$ cat src/rtl/gp_pkg.sv
package gp_pkg;
  // Alternating pattern with bit 0 set: 0x5555 for a 16-bit width.
  function automatic logic [63:0] alt_seed(input int width);
    logic [63:0] v;
    v = '0;
    for (int j = 0; j < 64; j++) begin
      if (j < width) v[j] = (j % 2 == 0);
    end
    return v;
  endfunction

  // Stand-in for fabrication skew, in sub-cycle units.
  function automatic int cell_skew(input int idx, input int seed, input int span);
    return ((idx * 37 + seed) % span) - (span / 2);
  endfunction
endpackage

$ cat src/rtl/gp_circ_shreg.sv
module gp_circ_shreg #(
  parameter int W = 16,
  parameter logic [W-1:0] SEED = '0
) (
  input  logic clk,
  input  logic rst,
  input  logic shift,
  output logic q_msb
);
  logic [W-1:0] r;

  always_ff @(posedge clk) begin
    if (rst) r <= SEED;
    else if (shift) r <= {r[W-2:0], r[W-1]};
  end

  assign q_msb = r[W-1];
endmodule

$ cat src/rtl/gp_race_cell.sv
module gp_race_cell #(
  parameter int SR_W      = 16,
  parameter int SKEW      = 0,
  parameter int MIN_PULSE = 2
) (
  input  logic clk,
  input  logic rst,
  input  logic shift,
  output logic a_out,
  output logic b_out,
  output logic bit_q
);
  localparam logic [SR_W-1:0] SEED_A = SR_W'(gp_pkg::alt_seed(SR_W));
  localparam logic [SR_W-1:0] SEED_B = ~SEED_A;
  // Spike on A rising edge: B path slower; on A falling edge: A path slower.
  localparam logic RISE_HIT = (SKEW >= MIN_PULSE);
  localparam logic FALL_HIT = (-SKEW >= MIN_PULSE);

  logic spike;

  gp_circ_shreg #(.W(SR_W), .SEED(SEED_A)) u_a (
    .clk(clk), .rst(rst), .shift(shift), .q_msb(a_out));
  gp_circ_shreg #(.W(SR_W), .SEED(SEED_B)) u_b (
    .clk(clk), .rst(rst), .shift(shift), .q_msb(b_out));

  // Race model: a transition this edge leaves a spike when the skew is wide enough.
  always_comb begin
    spike = 1'b0;
    if (shift) spike = a_out ? FALL_HIT : RISE_HIT;
  end

  // Self-holding capture flop: Q fed back, spike acts as preset.
  always_ff @(posedge clk) begin
    if (rst) bit_q <= 1'b0;
    else if (spike) bit_q <= 1'b1;
    else bit_q <= bit_q;
  end
endmodule

$ cat src/rtl/gp_settle_ctl.sv
module gp_settle_ctl #(
  parameter int SETTLE = 32
) (
  input  logic clk,
  input  logic rst,
  input  logic en,
  output logic shift,
  output logic done
);
  localparam int CW = $clog2(SETTLE + 1);
  localparam logic [CW-1:0] LAST = CW'(SETTLE - 1);

  logic [CW-1:0] cnt;

  assign shift = en && !done;

  always_ff @(posedge clk) begin
    if (rst) begin
      cnt  <= '0;
      done <= 1'b0;
    end else if (shift) begin
      cnt <= cnt + 1'b1;
      if (cnt == LAST) done <= 1'b1;
    end
  end
endmodule

$ cat src/rtl/gp_byte_view.sv
module gp_byte_view #(
  parameter int N_BYTES = 8,
  parameter int BYTE_W  = 8,
  parameter int SEL_W   = 8
) (
  input  logic [N_BYTES*BYTE_W-1:0] sig,
  input  logic [SEL_W-1:0]          sel,
  output logic [BYTE_W-1:0]         dout
);
  always_comb begin
    dout = '0;
    for (int k = 0; k < N_BYTES; k++) begin
      if (sel == SEL_W'(k)) dout = sig[k*BYTE_W +: BYTE_W];
    end
  end
endmodule

$ cat src/rtl/glitch_puf_array.sv
module glitch_puf_array #(
  parameter int N_BYTES   = 8,
  parameter int BYTE_W    = 8,
  parameter int SR_W      = 16,
  parameter int SETTLE    = 32,
  parameter int MIN_PULSE = 2,
  parameter int SKEW_SEED = 3,
  parameter int SKEW_SPAN = 15
) (
  input  logic        clk,
  input  logic        rst,
  input  logic        en,
  input  logic [7:0]  byte_sel,
  output logic [7:0]  sig_byte,
  output logic        done
);
  localparam int SIG_W = N_BYTES * BYTE_W;

  logic             shift;
  logic [SIG_W-1:0] sig_all;
  logic [SIG_W-1:0] a_all;
  logic [SIG_W-1:0] b_all;

  gp_settle_ctl #(.SETTLE(SETTLE)) u_ctl (
    .clk(clk), .rst(rst), .en(en), .shift(shift), .done(done));

  for (genvar i = 0; i < SIG_W; i++) begin : g_cell
    localparam int SK = gp_pkg::cell_skew(i, SKEW_SEED, SKEW_SPAN);
    gp_race_cell #(.SR_W(SR_W), .SKEW(SK), .MIN_PULSE(MIN_PULSE)) u_cell (
      .clk(clk), .rst(rst), .shift(shift),
      .a_out(a_all[i]), .b_out(b_all[i]), .bit_q(sig_all[i]));
  end

  gp_byte_view #(.N_BYTES(N_BYTES), .BYTE_W(BYTE_W), .SEL_W(8)) u_view (
    .sig(sig_all), .sel(byte_sel), .dout(sig_byte));
endmodule

$ cat config.mk
export PLATFORM = sky130hd
export DESIGN_NAME = glitch_puf_array
export DESIGN_NICKNAME = d
export VERILOG_FILES = /design/src/rtl/gp_pkg.sv /design/src/rtl/gp_circ_shreg.sv /design/src/rtl/gp_race_cell.sv /design/src/rtl/gp_settle_ctl.sv /design/src/rtl/gp_byte_view.sv /design/src/rtl/glitch_puf_array.sv
export SDC_FILE = /design/constraint.sdc
export NUM_CORES = 2
export LEC_CHECK = 0
export BUFFER_PORTS_ARGS = -buffer_cell sky130_fd_sc_hd__clkbuf_2
export CORE_ASPECT_RATIO = 0.6
export CORE_MARGIN = 3
export CORE_UTILIZATION = 25
export DETAILED_ROUTE_END_ITERATION = 7
export SLEW_MARGIN = 20
export SYNTH_ARGS = -nofsm -noshare
export SYNTH_HDL_FRONTEND = slang
export SYNTH_SLANG_ARGS = --single-unit
$ cat constraint.sdc
create_clock -name clk -period 2 [get_ports clk]
set_input_delay 0.1 -clock clk [delete_from_list [all_inputs] [get_ports clk]]
set_output_delay 0.1 -clock clk [all_outputs]
set_load 0.1 [all_outputs]
# [Yosys cells after proc, flatten, opt, wreduce, memory -nomap -nowiden]
# Cells that the tools add are included.
[classes] addsub=1 n_eq_ne=8 n_mux=112 reduce_logical=4
[op_table] cell="two-way mux 1 bit" count=104
[op_table] cell="two-way mux 8 bit" count=7
[op_table] cell="== test 8 x 3 -> 1 bit (second input constant)" count=4
[op_table] cell="== test 8 x 2 -> 1 bit (second input constant)" count=2
[op_table] cell="== test 8 x 1 -> 1 bit (second input constant)" count=1
[op_table] cell="logical NOT 8 bit" count=1
[op_table] cell="two-way mux 7 bit" count=1
[op_table] cell="adder 6 x 1 -> 6 bit (second input constant)" count=1
[op_table] cell="== test 6 x 5 -> 1 bit (second input constant)" count=1
[op_table] cell="AND reduction 2 bit" count=1
[op_table] cell="logical AND 1 bit" count=1
[op_table] cell="logical NOT 1 bit" count=1
[word_totals] reg_bits=891 out_inout_bits=9 elab_cells=231

# [Depth between registers and ports, before layout]
[depth] ltp_word=9 ltp_mapped=7 depth_no_buf=4

# [Modules after synthesis]
# From an unflattened synthesis, not the netlist that was laid out.
[hier_totals] hier_cells=6942 area_unflattened_um2=80325.8
[by_module_without_submodules] module="gp_circ_shreg at g_cell[0].u_cell.u_a ..." instances=64 cells_per_inst=52 area_per_inst_um2=606.8 seq_area_each_um2=320.3
[by_module_without_submodules] module="gp_circ_shreg at g_cell[0].u_cell.u_b ..." instances=64 cells_per_inst=52 area_per_inst_um2=604.3 seq_area_each_um2=320.3
[by_module_without_submodules] module="gp_race_cell at g_cell[10].u_cell ..." instances=26 cells_per_inst=4 area_per_inst_um2=38.8 seq_area_each_um2=20.0
[by_module_without_submodules] module="gp_race_cell at g_cell[0].u_cell ..." instances=26 cells_per_inst=3 area_per_inst_um2=28.8 seq_area_each_um2=20.0
[by_module_without_submodules] module="gp_byte_view" instances=1 cells_per_inst=46 area_per_inst_um2=573.0 seq_area_each_um2=0.0
[by_module_without_submodules] module="gp_settle_ctl" instances=1 cells_per_inst=34 area_per_inst_um2=346.6 seq_area_each_um2=140.1
[by_module_without_submodules] module="gp_race_cell at g_cell[20].u_cell ..." instances=12 cells_per_inst=2 area_per_inst_um2=11.3 seq_area_each_um2=0.0

# [Worst setup path before layout]
# OpenSTA, ideal clock, no wires.
[synth_path] kind="in2out" start="input byte_sel[1]" end="output sig_byte[5]" t_arrival_ns=2.939 required_ns=1.900 setup_slack_ns=-1.039 stages=4 n_path_buf=2 path_cell_list="clkbuf_1 > buf_2 > a22oi_1 > a211oi_1"
[synth_between] elab_chain_cells=8
[synth_rtl] element="from (decl)" line_no="glitch_puf_array.sv:13" source="input logic [7:0] byte_sel,"
[synth_rtl] element="== test 8 x 1 -> 1 bit" line_no="gp_byte_view.sv:13" source="if (sel == SEL_W'(k)) dout = sig[k*BYTE_W +: BYTE_W];"
[synth_rtl] element="two-way mux 8 bit (6 in a row)" line_no="gp_byte_view.sv:13"
[synth_rtl] element="two-way mux 8 bit (*)" line_no="gp_byte_view.sv:13"
[synth_rtl] element="to (decl)" line_no="glitch_puf_array.sv:14" source="output logic [7:0] sig_byte,"
# Mark *: on every way between the ends. The rest lies on a longest branch, timed or not.

# [Worst setup path in the final report]
[layout_path] start="register g_cell[56].u_cell.bit_q" end="output sig_byte[0]"
[layout_between] elab_chain_cells=1
[layout_rtl] element="from (decl)" line_no="gp_race_cell.sv:11" source="output logic bit_q"
[layout_rtl] element="from (signal assigned)" line_no="gp_race_cell.sv:36" source="else bit_q <= bit_q;"
[layout_rtl] element="two-way mux 8 bit" line_no="gp_byte_view.sv:13"
# No other way between the ends.

==> metrics.txt <==
H-tree depth=3; Total Neg Setup Slack=-2.89 ps; largest net degree at the start of global routing=119; WL/cell=10.9 um; most common cell after layout, fill and taps aside=nand2_1; Max-cap violations=0; Final #Nets=roughly 3.8k; xor/xnor share of the synthesized area=less than 1%; Row Count=100; commonest cells after routing, fill and taps aside=nand2_1, dfxtp_1, a21oi_1, nand3b_1, nor2_1; die height=~280 um; peak supply drop=0.649 mV; actual slew at the worst max-slew pin=550 ps; CTS buffer count=75; chip width=around 470 um; Lkg Pwr=~15 nW; Layout area overhead=16.9%; Placer Congestion=0.708; Fin. Hold Viols=0; clock-pin slew on the worst setup and hold paths=roughly 70 ps; crit end category=output pin; Iteration-0 DRC Markers=between 1.5k and 2k; Seq/Total Area, Yosys=between 50 and 60%; Worst Path Max Fanout=2; main combinational cell family by area after synthesis=simple AND/OR/NAND/NOR gates; Adder-Cell Fraction of Synth Area=less than 1%; cell-by-cell listing of the critical path=mux4_2 -> mux2i_1 -> nor2_2 -> buf_12; vias in the first global route=21.2k; CP Data Arrival Time=1900 ps; final worst setup slack=-2.89 ps; antenna violations before repair=5; DP Wirelength=34,800 um; total gr overflow=0; final WL=about 60,000 um; Die Area=roughly 130,000 um^2; CTS tree=built; Worst setup SP type=flip-flop; Clock Latency Late Sink=640 ps; Worst Hold Path Cells=2; Synth Register Bits=891; Post-Synth Simple-Gate Area=between 20% and 30%; Data required, critical path=approximately 1900 ps; Max-Slew Margin vs Limit=63.3%; Routed Antenna Nets=0; RSZ-0062 raised after global routing=yes; port bufs=19; syn nets=3,874; multiplexer share of the synthesized area=0.807%; Initial Utilization=25.3%; vias=approximately 23k; pins over their slew limit=0; reg2reg path depth=5; syn avg cell area=just over 8 um^2; Post-CTS Setup Bufs=0; CP max-delay cell=mux4_2; DRC Markers=0; Final period util=100%; Bufs on Longest Clock Path=3; FMAX=499 MHz; Mapped Cells=3,862; Cell variety after synth=37; IO Pins=20; violated checks=setup timing; gr usage total=9.13%; Hold WC Path Type=reg2reg; Compound-Gate Fraction of Synth Area=8.42%; layout cell share with drive strength beyond 1=8.05%; Core ar.=125,000 um^2; vias per cell=approximately 4.2; Num Clock Sinks=approximately 900; pwr dens=1030 nW/um^2; # setup viols final=1; clk root buf=clkbuf_16; min Tclk post-route=around 2000 ps; final core utilization=29.6%; first-pass GRT wire length=between 100,000 and 150,000 um; status=finished, violations left; WS Path Type=reg2out; Crit path largest cell delay=470 ps; Pre-antenna DRT Iters=5; Post-Synthesis Cell Area=31,600 um^2; Setup Skew=approximately 18 ps; Syn. warnings=0
[stage by stage]
step / std cells / total power, W / hold WS, ps / setup slack [ps] / area, um^2
2_1_floorplan: 3862 / 0.0225 / 429 / -84.1 / 31700
4_1_cts: 5521 / 0.0388 / 398 / -53.7 / 36900
3_3_place_gp: 5382 / 0.0233 / 436 / 343 / 34200
3_5_place_dp: 5382 / 0.0234 / 442 / 320 / 34200
6_report: 5525 / 0.0382 / 443 / -2.89 / 37000
5_1_grt: 5524 / 0.0402 / 449 / -106 / 37000
[power by group]
group | internal, W | switching (W) | leakage [nW]
Sequential | 0.0192 | 0.000754 | 7.43
Combinational | 0.00132 | 0.00173 | 6.30
Clock | 0.00843 | 0.00679 | 1.25
[cells by family after synthesis]
kind of cell             count (synthesis)
XOR/XNOR                                 5
adder cells (fa/ha/maj)                  1
flip-flops                             891
AO/OA/AOI/OAI                          512
buffers and inverters                  296
AND/OR/NAND/NOR                       2139
multiplexers                            18
[area by class of cell]
cell class	count	area [um^2]
clock inverters	30	387
multi-input cells	2675	12500
clock buffers	106	2190
fillers	13100	87800
inverters	2	7.51
repair buffers	134	1830
flip-flops and latches	891	17900
well taps	1683	2110
diodes	4	10.0
[routing by layer]
layer  wire length, um  track usage (%)
met1             33400             13.7
met2             23600             13.2
met3              2060             1.82
met4              1080             2.56
met5                 0                0
[final timing paths]
| path | from | end | slack, ps |
|---|---|---|---|
| setup / recovery | g_cell[56].u_cell.bit_q | sig_byte[0] | -3 |
| hold / removal | g_cell[47].u_cell.u_a.r[6] | g_cell[47].u_cell.u_a.r[7] | 440 |
| hold reg to reg | g_cell[47].u_cell.u_a.r[6] | g_cell[47].u_cell.u_a.r[7] | 440 |
| setup reg to reg | u_ctl.done | u_ctl.cnt[2] | 300 |
[worst max-delay path, delay by kind of cell (launching register included)]
kind / cells / cell delay [ps]
AND/OR/NAND/NOR: 1 / 80
buffers and inverters: 1 / 170
flip-flops: 1 / 360
multiplexers: 2 / 660
[registers in the layout, summed over array words and instances, names as in the netlist]
register             count
g_cell.u_cell.bit_q     52
g_cell.u_cell.u_a.r    832
u_ctl.cnt                6
u_ctl.done               1
[synthesized netlist by cell type]
| master | instances | area [um^2] |
|---|---|---|
| nand3_1 | 3 | 15.0 |
| o221ai_1 | 1 | 8.76 |
| mux4_1 | 1 | 26.3 |
| nand2b_1 | 3 | 18.8 |
| inv_1 | 2 | 7.51 |
| and3_1 | 1 | 6.26 |
| nor2b_1 | 3 | 18.8 |
| a31o_2 | 1 | 8.76 |
| xor2_1 | 3 | 26.3 |
| a21boi_0 | 1 | 7.51 |
| nand3b_1 | 364 | 2730 |
| ha_1 | 1 | 12.5 |
| a221oi_1 | 3 | 26.3 |
| a22oi_1 | 2 | 15.0 |
| mux2_1 | 1 | 11.3 |
| o21bai_1 | 26 | 195 |
| mux2_2 | 6 | 67.6 |
| a211oi_1 | 2 | 15.0 |
| nand2_1 | 1619 | 6080 |
| mux4_2 | 4 | 90.1 |
| nand4_1 | 3 | 18.8 |
| nor2_1 | 141 | 529 |
| mux2i_1 | 6 | 60.1 |
| buf_4 | 1 | 7.51 |
| o31a_1 | 1 | 8.76 |
| o22ai_1 | 1 | 6.26 |
| buf_2 | 191 | 956 |
| dfxtp_1 | 891 | 17800 |
| o21ai_1 | 1 | 5.00 |
| buf_8 | 1 | 15.0 |
| buf_1 | 4 | 15.0 |
| nor3_1 | 2 | 10.0 |
| clkbuf_1 | 95 | 357 |
| buf_6 | 2 | 22.5 |
| o21ai_0 | 1 | 5.00 |
| xnor2_1 | 2 | 17.5 |
| a21oi_1 | 472 | 2360 |
[what timing repair did]
| action | CTS | global route |
|---|---|---|
| hold buffers | 3 | 0 |
| endpoints found under the hold margin | 52 | 0 |
| resized for setup | 33 | 10 |
| cloned | 0 | 0 |
| endpoints found under the setup margin | 8 | 8 |
| pin swaps | 7 | 5 |
(Power assumes the default switching activity.)
